**config.mk**
```make
export PLATFORM = sky130hd
export DESIGN_NAME = wdt_wake
export DESIGN_NICKNAME = d
export VERILOG_FILES = /design/src/rtl/wdt_wake_pkg.sv /design/src/rtl/wdt_wake_timebase.sv /design/src/rtl/wdt_wake_grace.sv /design/src/rtl/wdt_wake_regs.sv /design/src/rtl/wdt_wake.sv
export SDC_FILE = /design/constraint.sdc
export NUM_CORES = 1
export LEC_CHECK = 0
export BUFFER_PORTS_ARGS = -buffer_cell sky130_fd_sc_hd__buf_4
export CAP_MARGIN = 20
export CORE_MARGIN = 5
export CORE_UTILIZATION = 41
export CTS_BUF_LIST = sky130_fd_sc_hd__clkbuf_8
export DETAILED_ROUTE_END_ITERATION = 8
export GPL_ROUTABILITY_DRIVEN = 0
export SETUP_SLACK_MARGIN = 0.05
export SLEW_MARGIN = 20
export SYNTH_ARGS = -nofsm -noshare
export SYNTH_HDL_FRONTEND = slang
export SYNTH_HIERARCHICAL = 1
export SYNTH_SLANG_ARGS = --single-unit
```
**constraint.sdc**
```tcl
create_clock -name clk -period 8.05 [get_ports clk]
set_input_delay 0.805 -clock clk [delete_from_list [all_inputs] [get_ports clk]]
set_output_delay 0.805 -clock clk [all_outputs]
set_load 0.005 [all_outputs]
```
**src/rtl/wdt_wake_pkg.sv**
```systemverilog
// Shared field positions and types for the watchdog block.
// Assumes two 8-bit registers selected by a one-bit address.
package wdt_wake_pkg;
    // register 0 fields
    localparam int unsigned F_KICK  = 0;
    localparam int unsigned F_RSTEN = 1;
    localparam int unsigned F_WDRST = 2;
    localparam int unsigned F_WDINT = 3;
    localparam int unsigned F_PF    = 4;
    localparam int unsigned F_PFEN  = 5;
    localparam int unsigned F_POR   = 6;
    // register 1 fields
    localparam int unsigned F_WDEN  = 2;

    typedef enum logic {
        SRC_PFAIL = 1'b0,
        SRC_WDOG  = 1'b1
    } irq_src_e;
endpackage

```
**src/rtl/wdt_wake_timebase.sv**
```systemverilog
// Timeout counter: counts enabled clocks and flags a timeout when the
// selected period has elapsed, then wraps. Assumes restart_i is a pulse.
module wdt_wake_timebase #(
    parameter int unsigned TO_BASE_LOG2 = 17,
    parameter int unsigned TO_STEP_LOG2 = 3
) (
    input  logic       clk,
    input  logic       por_n,
    input  logic       stop_i,
    input  logic       restart_i,
    input  logic [1:0] sel_i,
    output logic       timeout_o
);
    localparam int unsigned CW = TO_BASE_LOG2 + 3 * TO_STEP_LOG2;

    logic [CW-1:0] cnt_q;
    logic [CW-1:0] lim_tab [4];

    // one terminal count per period select value
    for (genvar i = 0; i < 4; i++) begin : g_lim
        assign lim_tab[i] = CW'((64'd1 << (TO_BASE_LOG2 + i * TO_STEP_LOG2)) - 64'd1);
    end

    // timeout when the count reaches the selected terminal value
    assign timeout_o = !stop_i && !restart_i && (cnt_q >= lim_tab[sel_i]);

    // advance, wrap or restart the count
    always_ff @(posedge clk) begin
        if (!por_n || restart_i)  cnt_q <= '0;
        else if (timeout_o)       cnt_q <= '0;
        else if (!stop_i)         cnt_q <= cnt_q + 1'b1;
    end

    p_stop_freeze_r11: assert property (@(posedge clk) disable iff (!por_n)
        (stop_i && !restart_i) |=> $stable(cnt_q));
endmodule

```
**src/rtl/wdt_wake_grace.sv**
```systemverilog
// Grace window: armed by a timeout while reset is enabled, counts
// GRACE_CYCLES enabled clocks, then issues a one-cycle reset pulse.
// Assumes GRACE_CYCLES is shorter than the shortest timeout period.
module wdt_wake_grace #(
    parameter int unsigned GRACE_CYCLES = 512
) (
    input  logic clk,
    input  logic por_n,
    input  logic stop_i,
    input  logic enable_i,
    input  logic restart_i,
    input  logic timeout_i,
    output logic rst_pulse_o
);
    localparam int unsigned GW = $clog2(GRACE_CYCLES + 1);

    logic          armed_q;
    logic [GW-1:0] gcnt_q;

    // arm on timeout, count down the window, fire the pulse
    always_ff @(posedge clk) begin
        if (!por_n) begin
            armed_q     <= 1'b0;
            gcnt_q      <= '0;
            rst_pulse_o <= 1'b0;
        end else begin
            rst_pulse_o <= 1'b0;
            if (restart_i || !enable_i) begin
                armed_q <= 1'b0;
            end else if (timeout_i) begin
                armed_q <= 1'b1;
                gcnt_q  <= '0;
            end else if (armed_q && !stop_i) begin
                if (gcnt_q == GW'(GRACE_CYCLES - 1)) begin
                    armed_q     <= 1'b0;
                    rst_pulse_o <= 1'b1;
                end else begin
                    gcnt_q <= gcnt_q + 1'b1;
                end
            end
        end
    end

    p_grace_stop_r11: assert property (@(posedge clk) disable iff (!por_n)
        (armed_q && stop_i && !restart_i && enable_i) |=> (armed_q && $stable(gcnt_q)));
endmodule

```
**src/rtl/wdt_wake_regs.sv**
```systemverilog
// Control and flag registers with interrupt request and source select.
// Assumes rst_ev_i is the watchdog reset pulse and timeout_i a pulse.
module wdt_wake_regs
    import wdt_wake_pkg::*;
(
    input  logic       clk,
    input  logic       por_n,
    input  logic       pfail_i,
    input  logic       wr_en_i,
    input  logic       addr_i,
    input  logic [7:0] wdata_i,
    input  logic       timeout_i,
    input  logic       rst_ev_i,
    output logic [7:0] rdata_o,
    output logic       kick_o,
    output logic       rst_en_o,
    output logic [1:0] sel_o,
    output logic       irq_o,
    output logic       irq_src_o
);
    logic wr0, wr1;
    logic rsten_q, pfen_q, wden_q;
    logic wdint_q, wdrst_q, pf_q, por_q;
    logic pf_req, wd_req;

    assign wr0    = wr_en_i && !addr_i;
    assign wr1    = wr_en_i && addr_i;
    assign kick_o = wr0 && wdata_i[F_KICK];

    // plain control bits, loaded by writes
    always_ff @(posedge clk) begin
        if (!por_n) begin
            rsten_q <= 1'b0;
            pfen_q  <= 1'b0;
            wden_q  <= 1'b0;
            sel_o   <= 2'd0;
        end else begin
            if (wr0) begin
                rsten_q <= wdata_i[F_RSTEN];
                pfen_q  <= wdata_i[F_PFEN];
            end
            if (wr1) begin
                wden_q <= wdata_i[F_WDEN];
                sel_o  <= wdata_i[1:0];
            end
        end
    end

    // flags with hardware set and software clear rules
    always_ff @(posedge clk) begin
        if (!por_n) begin
            wdint_q <= 1'b0;
            wdrst_q <= 1'b0;
            pf_q    <= 1'b0;
            por_q   <= 1'b1;
        end else begin
            if (rst_ev_i)                       wdint_q <= 1'b0;
            else if (timeout_i)                 wdint_q <= 1'b1;
            else if (wr0 && !wdata_i[F_WDINT])  wdint_q <= 1'b0;

            if (rst_ev_i)                       wdrst_q <= 1'b1;
            else if (wr0 && !wdata_i[F_WDRST])  wdrst_q <= 1'b0;

            if (pfail_i)                        pf_q <= 1'b1;
            else if (wr0)                       pf_q <= wdata_i[F_PF];

            if (wr0 && !wdata_i[F_POR])         por_q <= 1'b0;
        end
    end

    // request combining with power-fail priority
    assign pf_req    = pf_q && pfen_q;
    assign wd_req    = wdint_q && wden_q;
    assign irq_o     = pf_req || wd_req;
    assign irq_src_o = pf_req ? SRC_PFAIL : (wd_req ? SRC_WDOG : SRC_PFAIL);
    assign rst_en_o  = rsten_q;

    // read mux
    always_comb begin
        rdata_o = 8'h00;
        if (addr_i) begin
            rdata_o[1:0]    = sel_o;
            rdata_o[F_WDEN] = wden_q;
        end else begin
            rdata_o[F_RSTEN] = rsten_q;
            rdata_o[F_WDRST] = wdrst_q;
            rdata_o[F_WDINT] = wdint_q;
            rdata_o[F_PF]    = pf_q;
            rdata_o[F_PFEN]  = pfen_q;
            rdata_o[F_POR]   = por_q;
        end
    end

    p_wdint_set_r3: assert property (@(posedge clk) disable iff (!por_n)
        timeout_i |=> wdint_q);
    p_rstflag_cause_r8: assert property (@(posedge clk) disable iff (!por_n)
        $rose(wdrst_q) |-> $past(rst_ev_i));
    p_por_sticky_r9: assert property (@(posedge clk) disable iff (!por_n)
        (por_q && !(wr0 && !wdata_i[F_POR])) |=> por_q);
    p_pf_prio_r13: assert property (@(posedge clk) disable iff (!por_n)
        (pf_q && pfen_q) |-> (irq_o && irq_src_o == SRC_PFAIL));
endmodule

```
**src/rtl/wdt_wake.sv**
```systemverilog
// Watchdog timer top: timeout counter, grace window and register file.
// The reset pulse is fed back as a restart and a flag event; control
// bits survive it. Assumes GRACE_CYCLES < 2**TO_BASE_LOG2.
module wdt_wake #(
    parameter int unsigned TO_BASE_LOG2 = 17,
    parameter int unsigned TO_STEP_LOG2 = 3,
    parameter int unsigned GRACE_CYCLES = 512
) (
    input  logic       clk,
    input  logic       por_n,
    input  logic       stop_i,
    input  logic       pfail_i,
    input  logic       wr_en_i,
    input  logic       addr_i,
    input  logic [7:0] wdata_i,
    output logic [7:0] rdata_o,
    output logic       irq_o,
    output logic       irq_src_o,
    output logic       wdt_rst_o
);
    logic       kick, rst_en, timeout, restart;
    logic [1:0] sel;

    assign restart = kick || wdt_rst_o;

    wdt_wake_timebase #(
        .TO_BASE_LOG2(TO_BASE_LOG2),
        .TO_STEP_LOG2(TO_STEP_LOG2)
    ) u_tb (
        .clk(clk), .por_n(por_n), .stop_i(stop_i), .restart_i(restart),
        .sel_i(sel), .timeout_o(timeout)
    );

    wdt_wake_grace #(.GRACE_CYCLES(GRACE_CYCLES)) u_gr (
        .clk(clk), .por_n(por_n), .stop_i(stop_i), .enable_i(rst_en),
        .restart_i(restart), .timeout_i(timeout), .rst_pulse_o(wdt_rst_o)
    );

    wdt_wake_regs u_regs (
        .clk(clk), .por_n(por_n), .pfail_i(pfail_i), .wr_en_i(wr_en_i),
        .addr_i(addr_i), .wdata_i(wdata_i), .timeout_i(timeout),
        .rst_ev_i(wdt_rst_o), .rdata_o(rdata_o), .kick_o(kick),
        .rst_en_o(rst_en), .sel_o(sel), .irq_o(irq_o), .irq_src_o(irq_src_o)
    );

    p_rst_needs_en_r5: assert property (@(posedge clk) disable iff (!por_n)
        wdt_rst_o |-> $past(rst_en));
    p_rst_single_r5: assert property (@(posedge clk) disable iff (!por_n)
        wdt_rst_o |=> !wdt_rst_o);
endmodule

```
==> metrics.md, run 1 <==
| Metric | Value |
|---|---|
| Outcome | `completed` |
| RSZ-0062 raised after global routing | `false` |
| DR WL/cell | `14.3 µm` |
| TritonCTS clock tree | `built` |
| Clock Tree Buf Depth | `2` |
| Async SR Flop Fraction | `0%` |
| Core area | `0.00639 mm²` |
| Top cell by count, worst path | `nand4_1` |
| Largest net degree at the start of global routing | `28` |
| Largest family of logic cells by synthesized area | `simple AND/OR/NAND/NOR gates` |
| Max Fanout on Critical Path | `27` |
| Final setup TNS | `0 ns` |
| Final core occ | `roughly 47%` |
| Max-slew headroom | `43.5%` |
| Yosys cell types | `slightly below 60` |
| Fill count | `629` |
| WS Path Type | `flop to flop` |
| Clk sink count | `47` |
| CP peak stage delay | `0.74 ns` |
| Final worst slack | `just over 4 ns` |
| Post-route ant nets | `0` |
| Drt initial violations | `100` |
| Final period utilization | `48.8%` |
| Final count of negative-setup-slack endpoints | `0` |
| Remaining Overflow, GRT | `0` |
| Number of diodes | `0` |
| Post-cts sizing count | `0` |
| XOR/XNOR Fraction of Synth Area | `under 10%` |
| Average size of a mapped cell | `9.14 µm²` |
| Final period demand of the worst path | `3.93 ns` |
| Post-synthesis sequential area ratio | `34.8%` |
| Final nets | `approximately 340` |
| Synth Instances | `296` |
| Root Buffer | `clkbuf_8` |
| Drt pass-1 iters | `4` |
| Main flop type after synthesis | `dfxtp_1` |
| Crit start category | `flop` |
| Clock Latency Late Sink | `0.30 ns` |
| Mux cell area share after synthesis | `1.62%` |
| Dpl ws | `4.09 ns` |
| Die Ht | `~91 µm` |
| P&R area growth vs syn | `10.9%` |
| Adder-cell area share of the yosys netlist | `approximately 5.1%` |
| Final WL | `between 5 and 6 mm` |
| Number of port buffers | `22` |
| Worst VDD drop | `76.2 µV` |
| Synth warn | `6` |
| Top reg by flops | `u_tb/cnt_q` |
| Cell Area, Synth | `0.00271 mm²` |
| Lkg Pwr | `1.10 nW` |
| Tot Pwr | `about 0.44 mW` |
| Post-synthesis compound-gate area fraction | `13.7%` |
| Row Count | `29` |
| Share of post-route cells with drive strength above 1 | `around 19%` |
| H-tree depth | `2` |
| FMAX | `roughly 250 MHz` |
| Total track usage | `13.9%` |
| Vias | `roughly 2200` |
| Reg-to-reg startpoint | `u_regs/sel_o[1]` |
| CP required | `around 8.3 ns` |
| DR DRC count | `0` |
| Slew Limit Fails | `0` |
| Total CTS buffers | `5` |
| Regs by FF count | `u_tb/cnt_q x26, u_gr/gcnt_q x10, u_regs/sel_o x2` |
| Worst Setup SP | `u_regs/sel_o[1]` |
| Antenna violations before repair | `0` |
| # IOs | `25` |
| Clk slew on worst S/H paths | `0.09 ns` |
| Simple-gate area share of the yosys netlist | `32.8%` |
| Die Area | `~0.0083 mm²` |
| Synthesized Nets | `321` |
| EDFF count, synth | `0` |
| R2R Setup Slk | `between 4 and 5 ns` |
| Max Cap Violations | `0` |
| Hold_buf cts | `0` |
| Global-route wire length before repair | `between 9 and 10 mm` |
| Crit-path slowest cell | `a31oi_4` |
| FF-to-FF End | `u_gr/gcnt_q[5]` |
| Vias in the first global route | `2127` |
| Fin Clk Skew | `0.0126 ns` |
| End of the critical path | `u_gr/gcnt_q[5]` |
| Setup bufs post-CTS | `0` |
| Vias per cell | `5.63` |
| Worst Reg-to-Reg Cells | `12` |
| Critical path capture point type | `flop` |
| Max FFs per register | `26` |
| Pwr Density | `approximately 150 mW/mm²` |
| Final Hold Violating Endpoints | `0` |
| Die X | `slightly above 90 µm` |
| Yosys reg bits | `47` |
| Starting Density | `between 40% and 50%` |
| Crit path DAT | `roughly 4.1 ns` |
| Tightest Pin Transition | `0.842 ns` |
| Critical path, cell by cell | `nand2_1 > ha_1 > nand4_1 > nor3_1 > nand4_1 > a31oi_4 > nor2b_1 > buf_4 > or3b_1 > and3b_1 > or3_4 > o41ai_2` |
| DP Wirelength | `3.90 mm` |
| Worst hold path class | `flop to flop` |
==> logic make-up after synthesis <==
logic type / Yosys count
flip-flops: 47
adder cells (fa/ha/maj): 11
buffers and inverters: 20
XOR/XNOR: 25
AO/OA/AOI/OAI: 48
multiplexers: 4
AND/OR/NAND/NOR: 140
other: 1
==> per-layer routing <==
layer | global-route usage [%] | part of all wire, % | vias up
li1 | - | - | 1113
met1 | 19.2 | 50 | 1030
met2 | 21.6 | 45 | 35
met3 | 3.47 | 3.9 | 6
met4 | 3.42 | 1.2 | 0
met5 | 0 | 0 | -
==> final cells by class <==
| class | count | area, µm² | share of cell area, % |
|---|---|---|---|
| multi-input combinational | 229 | 1670 | 55.5 |
| sequential | 47 | 941 | 31.4 |
| timing repair buffer | 23 | 173 | 5.75 |
| tap | 77 | 96.3 | 3.21 |
| clock buffer | 5 | 68.8 | 2.29 |
| clock inverter | 2 | 37.5 | 1.25 |
| inverter | 5 | 18.8 | 0.626 |
==> worst max-delay path, delay by kind of cell, from the launching register on <==
family / cells / cell delay [ns]
and+or+nand+nor: 8 / 1.87
AOI/OAI and AO/OA: 2 / 1.01
DFF: 1 / 0.40
adders and majority gates: 1 / 0.32
buffers and inverters: 1 / 0.23
==> cells in the mapped netlist, types with 5 or more instances <==
cell type | count | area, µm²
nand4_1 | 12 | 75.1
nor2_1 | 13 | 48.8
inv_1 | 5 | 18.8
and3_1 | 6 | 37.5
ha_1 | 11 | 138
nand3_1 | 9 | 45.0
a21oi_1 | 10 | 50.1
xnor2_1 | 15 | 131
nor3_2 | 10 | 100
o21ai_1 | 6 | 30.0
nor2b_1 | 7 | 43.8
dfxtp_1 | 47 | 941
nor3_1 | 23 | 115
nand2_1 | 29 | 109
xor2_1 | 10 | 87.6
==> worst min path at each step <==
stage / from / to / slack (ns) / cells after the start
finish: u_regs/por_q / u_regs/por_q / 0.48 / 2
floorplan: u_regs/por_q / u_regs/por_q / 0.42 / 2
CTS: u_regs/por_q / u_regs/por_q / 0.48 / 2
detailed placement: u_regs/por_q / u_regs/por_q / 0.45 / 2
global placement: u_regs/por_q / u_regs/por_q / 0.45 / 2
global route: u_regs/sel_o[0] / u_regs/sel_o[0] / 0.52 / 2
==> per-stage QoR <==
| step | area, µm² | hold slack (ns) | std cells |
|---|---|---|---|
| floorplan | 2710 | 0.423 | 296 |
| detailed placement | 2890 | 0.455 | 381 |
| CTS | 3000 | 0.481 | 388 |
| global route | 3000 | 0.524 | 388 |
| global placement | 2890 | 0.450 | 381 |
| finish | 3000 | 0.479 | 388 |
==> cells in the final DEF, fill, tap and decap left out, types with 11 or more instances in the layout <==
cell type	Yosys	routed
nand4_1	12	12
buf_4	4	23
xnor2_1	15	15
ha_1	11	11
dfxtp_1	47	47
nor2_1	13	13
nand2_1	29	29
nor3_1	23	23
==> report_power, final <==
part	switching, mW	total, mW	internal, mW
clock network	0.0799	0.171	0.0909
logic	0.0165	0.0305	0.0140
registers	0.00416	0.240	0.236
(Power assumes the default switching activity.)
==> run 2, diff against run 1 <==
- clock period: 8.05 -> 3.5 ns (I/O delays scaled with it)
==> metrics.md, run 2 (synthesis gave the netlist of run 1 again) <==
| Metric | Value |
|---|---|
| Post-route ant nets | `0 (unchanged)` |
| Commonest non-fill, non-tap cell in the layout | `dfxtp_1 (unchanged)` |
| Final setup TNS | `0 ns (unchanged)` |
| Dpl ws | `0.269 ns (was 4.09 ns)` |
| Hold_buf cts | `0 (unchanged)` |
| Regs by FF count | `u_tb/cnt_q x26, u_gr/gcnt_q x10, u_regs/sel_o x2 (unchanged)` |
| Max Cap Violations | `0 (unchanged)` |
| Worst hold path class | `input pin to flop (was flop to flop)` |
| Slew Limit Fails | `0 (unchanged)` |
| Vias per cell | `5.60 (was 5.63)` |
| Fin Clk Skew | `0.0141 ns (was 0.0126 ns)` |
| R2R Setup Slk | `0.41 ns (was 4.12 ns)` |
| Max-slew headroom | `42.2% (was 43.5%)` |
| Vias | `2191 (was 2184)` |
| Final period demand of the worst path | `3.09 ns (was 3.93 ns)` |
| Setup bufs post-CTS | `0 (unchanged)` |
| WS Path Type | `flop to flop (unchanged)` |
| Final nets | `338 (was 336)` |
| Pwr Density | `367 mW/mm² (was 147 mW/mm²)` |
| Final worst slack | `0.409 ns (was 4.12 ns)` |
| Number of port buffers | `22 (unchanged)` |
| DR WL/cell | `14.8 µm (was 14.3 µm)` |
| RSZ-0062 raised after global routing | `false (unchanged)` |
| Max FFs per register | `26 (unchanged)` |
| Lkg Pwr | `1.13 nW (was 1.10 nW)` |
| Antenna violations before repair | `0 (unchanged)` |
| Drt pass-1 iters | `4 (unchanged)` |
| Met2 usage | `22.5% (was 21.6%)` |
| Final WL | `5.79 mm (was 5.54 mm)` |
| Tightest Pin Transition | `0.861 ns (was 0.842 ns)` |
| Final count of negative-setup-slack endpoints | `0 (unchanged)` |
| TritonCTS clock tree | `built (unchanged)` |
| Final period utilization | `88.3% (was 48.8%)` |
| Crit start category | `flop (unchanged)` |
| Die Area | `0.00833 mm² (unchanged)` |
| Die X | `91.2 µm (unchanged)` |
| Die Ht | `91.2 µm (unchanged)` |
| Top reg by flops | `u_tb/cnt_q (unchanged)` |
| Most frequent cells in the layout | `dfxtp_1, nand2_1, buf_4, nor3_1, xnor2_1 (unchanged)` |
| Final Hold Violating Endpoints | `0 (unchanged)` |
| GRT met1 Usage | `19.2% (about the same)` |
| Row Count | `29 (unchanged)` |
| H-tree depth | `2 (unchanged)` |
| Share of post-route cells with drive strength above 1 | `20.7% (was 19.3%)` |
| Starting Density | `42.4% (unchanged)` |
| Number of diodes | `0 (unchanged)` |
| Total CTS buffers | `5 (unchanged)` |
| Largest net degree at the start of global routing | `27 (was 28)` |
| Critical path capture point type | `flop (unchanged)` |
| Tot Pwr | `1.12 mW (was 0.441 mW)` |
| Max Fanout on Critical Path | `10 (was 27)` |
| Clk sink count | `47 (unchanged)` |
| Global-route wire length before repair | `9.96 mm (was 9.94 mm)` |
| Drt initial violations | `73 (was 100)` |
| Clock Latency Late Sink | `0.31 ns (was 0.30 ns)` |
| # IOs | `25 (unchanged)` |
| DP Wirelength | `4.06 mm (was 3.90 mm)` |
| P&R area growth vs syn | `12.9% (was 10.9%)` |
| Met3 Resource Use GR | `3.47% (unchanged)` |
| Worst VDD drop | `206 µV (was 76.2 µV)` |
| DR DRC count | `0 (unchanged)` |
| Clock Tree Buf Depth | `2 (unchanged)` |
| Crit path DAT | `3.30 ns (was 4.14 ns)` |
| Vias in the first global route | `2073 (was 2127)` |
| FMAX | `324 MHz (was 255 MHz)` |
| Core area | `0.00639 mm² (unchanged)` |
| Remaining Overflow, GRT | `0 (unchanged)` |
| Final core occ | `47.9% (was 47.0%)` |
| Clk slew on worst S/H paths | `0.10 ns (was 0.09 ns)` |
| Total track usage | `14.1% (was 13.9%)` |
| Outcome | `completed (unchanged)` |
| CP required | `3.71 ns (was 8.26 ns)` |
| Root Buffer | `clkbuf_8 (unchanged)` |
| Busiest layer in global routing | `met2 (unchanged)` |
==> run 2: timing repair <==
action | 4_1_cts | 5_1_grt
resized for setup | 0 | 2
endpoints found under the hold margin | 0 | 0
endpoints found under the setup margin | 0 | 6
==> run 2: power by group <==
group | total, mW | internal, mW | switching [mW]
registers | 0.552 | 0.543 | 0.00939
logic | 0.0716 | 0.0327 | 0.0389
clock network | 0.497 | 0.290 | 0.206
==> run 2: critical path, cell delays in order, from the launching register on <==
cell     delay [ns]
dfxtp_1        0.40
nand2_1        0.12
ha_1           0.31
nand4_1        0.14
nor3_2         0.26
nand4_1        0.19
a31oi_4        0.20
nor2b_2        0.24
or3b_1         0.15
and3b_1        0.29
or3_4          0.41
o41ai_2        0.26
==> run 2: worst paths after layout <==
path / cells past startpoint / start / endpoint
hold / removal: 3 / wdata_i[6] / u_regs/por_q
setup reg to reg: 11 / u_regs/sel_o[1] / u_gr/gcnt_q[7]
setup / recovery: 11 / u_regs/sel_o[1] / u_gr/gcnt_q[7]
hold reg to reg: 2 / u_regs/por_q / u_regs/por_q
==> run 2: metal layers <==
| layer | wire, µm | part of all wire (%) |
|---|---|---|
| met5 | 0 | 0 |
| met2 | 2600 | 45 |
| met4 | 68 | 1.2 |
| met3 | 241 | 4.2 |
| met1 | 2880 | 50 |
==> run 2: through the flow <==
| stage | hold slack (ns) | instances | instance area, µm² |
|---|---|---|---|
| after floorplan | 0.412 | 296 | 2710 |
| after global placement | 0.444 | 383 | 2910 |
| after detailed placement | 0.449 | 383 | 2910 |
| after CTS | 0.244 | 391 | 3050 |
| after global routing | 0.250 | 391 | 3060 |
| final | 0.253 | 391 | 3060 |
==> run 2: area by class of cell <==
cell class                      instances  area, µm²
Tap cell                               77       96.3
Timing Repair Buffer                   25        188
Clock inverter                          3       71.3
Sequential cell                        47        941
Clock buffer                            5       68.8
Fill cell                             628       3330
Inverter                                5       18.8
Multi-Input combinational cell        229       1670
==> run 3, diff against run 2 <==
- PLACE_DENSITY: unset -> 0.61
==> metrics.md, run 3 (synthesis gave the netlist of run 1 again) <==
| Metric | Value |
|---|---|
| Net load switching power | `0.246 mW (was 0.255 mW)` |
| Tot Pwr | `0.961 mW (was 1.12 mW)` |
| Antenna violations before repair | `0 (unchanged)` |
| Commonest non-fill, non-tap cell in the layout | `dfxtp_1 (unchanged)` |
| Clock Tree Buf Depth | `2 (unchanged)` |
| CP required | `3.72 ns (was 3.71 ns)` |
| Final Hold Violating Endpoints | `0 (unchanged)` |
| Final nets | `339 (was 338)` |
| Post-route ant nets | `0 (unchanged)` |
| Max FFs per register | `26 (unchanged)` |
| Final period demand of the worst path | `3.18 ns (was 3.09 ns)` |
| Total track usage | `14.8% (was 14.1%)` |
| Clk sink count | `47 (unchanged)` |
| Worst VDD drop | `171 µV (was 206 µV)` |
| Dpl ws | `0.266 ns (was 0.269 ns)` |
| DP Wirelength | `4.01 mm (was 4.06 mm)` |
| Number of port buffers | `22 (unchanged)` |
| Max Cap Violations | `0 (unchanged)` |
| Outcome | `completed (unchanged)` |
| H-tree depth | `2 (unchanged)` |
| DR DRC count | `0 (unchanged)` |
| Pwr Density | `319 mW/mm² (was 367 mW/mm²)` |
| Slew Limit Fails | `0 (unchanged)` |
| Vias | `2179 (was 2191)` |
| P&R area growth vs syn | `11.3% (was 12.9%)` |
| Final period utilization | `91.0% (was 88.3%)` |
| Worst Reg-to-Reg Cells | `11 (unchanged)` |
| Top reg by flops | `u_tb/cnt_q (unchanged)` |
| Most frequent cells in the layout | `dfxtp_1, nand2_1, buf_4, nor3_1, xnor2_1 (unchanged)` |
| # IOs | `25 (unchanged)` |
| Final count of negative-setup-slack endpoints | `0 (unchanged)` |
| Drt pass-1 iters | `4 (unchanged)` |
| Crit start category | `flop (unchanged)` |
| Lkg Pwr | `1.11 nW (was 1.13 nW)` |
| WS Path Type | `flop to flop (unchanged)` |
| Hold_buf cts | `0 (unchanged)` |
| Crit-path slowest cell | `or3_4 (unchanged)` |
| Fill count | `626 (was 628)` |
| Fin Clk Skew | `0.00803 ns (was 0.0141 ns)` |
| Die Area | `0.00833 mm² (unchanged)` |
| Remaining Overflow, GRT | `0 (unchanged)` |
| Top cell by count, worst path | `nand4_1 (unchanged)` |
| Logic pwr share | `7.3% (was 6.4%)` |
| Max-slew headroom | `57.8% (was 42.2%)` |
| RSZ-0062 raised after global routing | `false (unchanged)` |
| Vias per cell | `5.56 (was 5.60)` |
| Sw Ratio | `25.7% (was 22.7%)` |
| Final setup TNS | `0 ns (unchanged)` |
| Global-route wire length before repair | `10.4 mm (was 9.96 mm)` |
| Final WL | `5.83 mm (was 5.79 mm)` |
| Max Fanout on Critical Path | `10 (unchanged)` |
| TritonCTS clock tree | `built (unchanged)` |
| Clk pwr share | `35.2% (was 44.3%)` |
| Core area | `0.00639 mm² (unchanged)` |
| Clock Latency Late Sink | `0.31 ns (about the same)` |
| Setup bufs post-CTS | `0 (unchanged)` |
| Int Power | `0.714 mW (was 0.866 mW)` |
| Die X | `91.2 µm (unchanged)` |
| Final worst slack | `0.316 ns (was 0.409 ns)` |
| Tightest Pin Transition | `0.633 ns (was 0.861 ns)` |
| Total CTS buffers | `5 (unchanged)` |
| Row Count | `29 (unchanged)` |
| CP peak stage delay | `0.42 ns (was 0.41 ns)` |
| Layout Cells excl Fill | `392 (was 391)` |
| Regs by FF count | `u_tb/cnt_q x26, u_gr/gcnt_q x10, u_regs/sel_o x2 (unchanged)` |
| Post-cts sizing count | `0 (unchanged)` |
| Clk slew on worst S/H paths | `0.09 ns (was 0.10 ns)` |
| DR WL/cell | `14.9 µm (was 14.8 µm)` |
| Drt initial violations | `92 (was 73)` |
| Hold path depth | `3 (unchanged)` |
| Critical path capture point type | `flop (unchanged)` |
| Critical path, cell by cell | `nand2_1 > ha_1 > nand4_1 > nor3_1 > nand4_1 > a31oi_4 > nor2b_2 > or3b_1 > and3b_1 > or3_4 > o41ai_2 (was nand2_1 > ha_1 > nand4_1 > nor3_2 > nand4_1 > a31oi_4 > nor2b_2 > or3b_1 > and3b_1 > or3_4 > o41ai_2)` |
| Largest net degree at the start of global routing | `27 (unchanged)` |
| Vias in the first global route | `2142 (was 2073)` |
| Crit path DAT | `3.40 ns (was 3.30 ns)` |
| FMAX | `314 MHz (was 324 MHz)` |
| Starting Density | `42.4% (unchanged)` |
| Share of post-route cells with drive strength above 1 | `21.0% (was 20.7%)` |
| Number of diodes | `0 (unchanged)` |
| Worst hold path class | `input pin to flop (unchanged)` |
| Die Ht | `91.2 µm (unchanged)` |
| Total instance count after detailed placement | `384 (was 383)` |
| Seq pwr share | `57.5% (was 49.3%)` |
| Root Buffer | `clkbuf_8 (unchanged)` |
==> run 3: worst max-delay path: cells and delay by family, from the launching register on <==
kind	cells	cell delay (ns)
compound gates	2	0.47
flops	1	0.40
simple gates	8	1.90
fa+ha+maj	1	0.32
==> run 3: power groups by stage <==
stage	sequential [mW]	clock (mW)	combinational, mW
after floorplan	0.563	0	0.0435
after global placement	0.565	0	0.0693
after detailed placement	0.565	0	0.0702
after CTS	0.552	0.352	0.0704
after global routing	0.554	0.377	0.0787
final	0.552	0.338	0.0703
==> run 3: layout make-up <==
cell class / instances / area [µm²] / area share, %
clock buffers: 5 / 68.8 / 2.29
clock inverters: 3 / 20.0 / 0.665
inverters: 5 / 18.8 / 0.623
multi-input cells: 229 / 1670 / 55.5
flip-flops and latches: 47 / 941 / 31.2
well taps: 77 / 96.3 / 3.20
repair buffers: 26 / 195 / 6.48
==> run 3: path summary, 6_finish.rpt <==
path | startpoint | endpoint | slack [ns]
max | u_regs/sel_o[1] | u_gr/gcnt_q[5] | 0.32
min | wdata_i[6] | u_regs/por_q | 0.26
max reg2reg | u_regs/sel_o[1] | u_gr/gcnt_q[5] | 0.32
min reg2reg | u_regs/por_q | u_regs/por_q | 0.47
==> run 3: layer usage <==
layer  global-route usage, %  wire length [µm]  up-vias
met5                       0                 0        -
met4                    5.26               101        0
met3                    4.38               281        9
met2                    22.0              2590       41
met1                    20.4              2860     1012
li1                        -                 -     1117
==> run 3: through the flow <==
step | cell area, µm² | hold slack [ns] | util, %
2_1_floorplan | 2710 | 0.412 | -
6_report | 3010 | 0.259 | 47.2
4_1_cts | 3000 | 0.251 | 47.0
3_3_place_gp | 2910 | 0.444 | 45.6
3_5_place_dp | 2910 | 0.450 | 45.6
5_1_grt | 3010 | 0.271 | 47.2
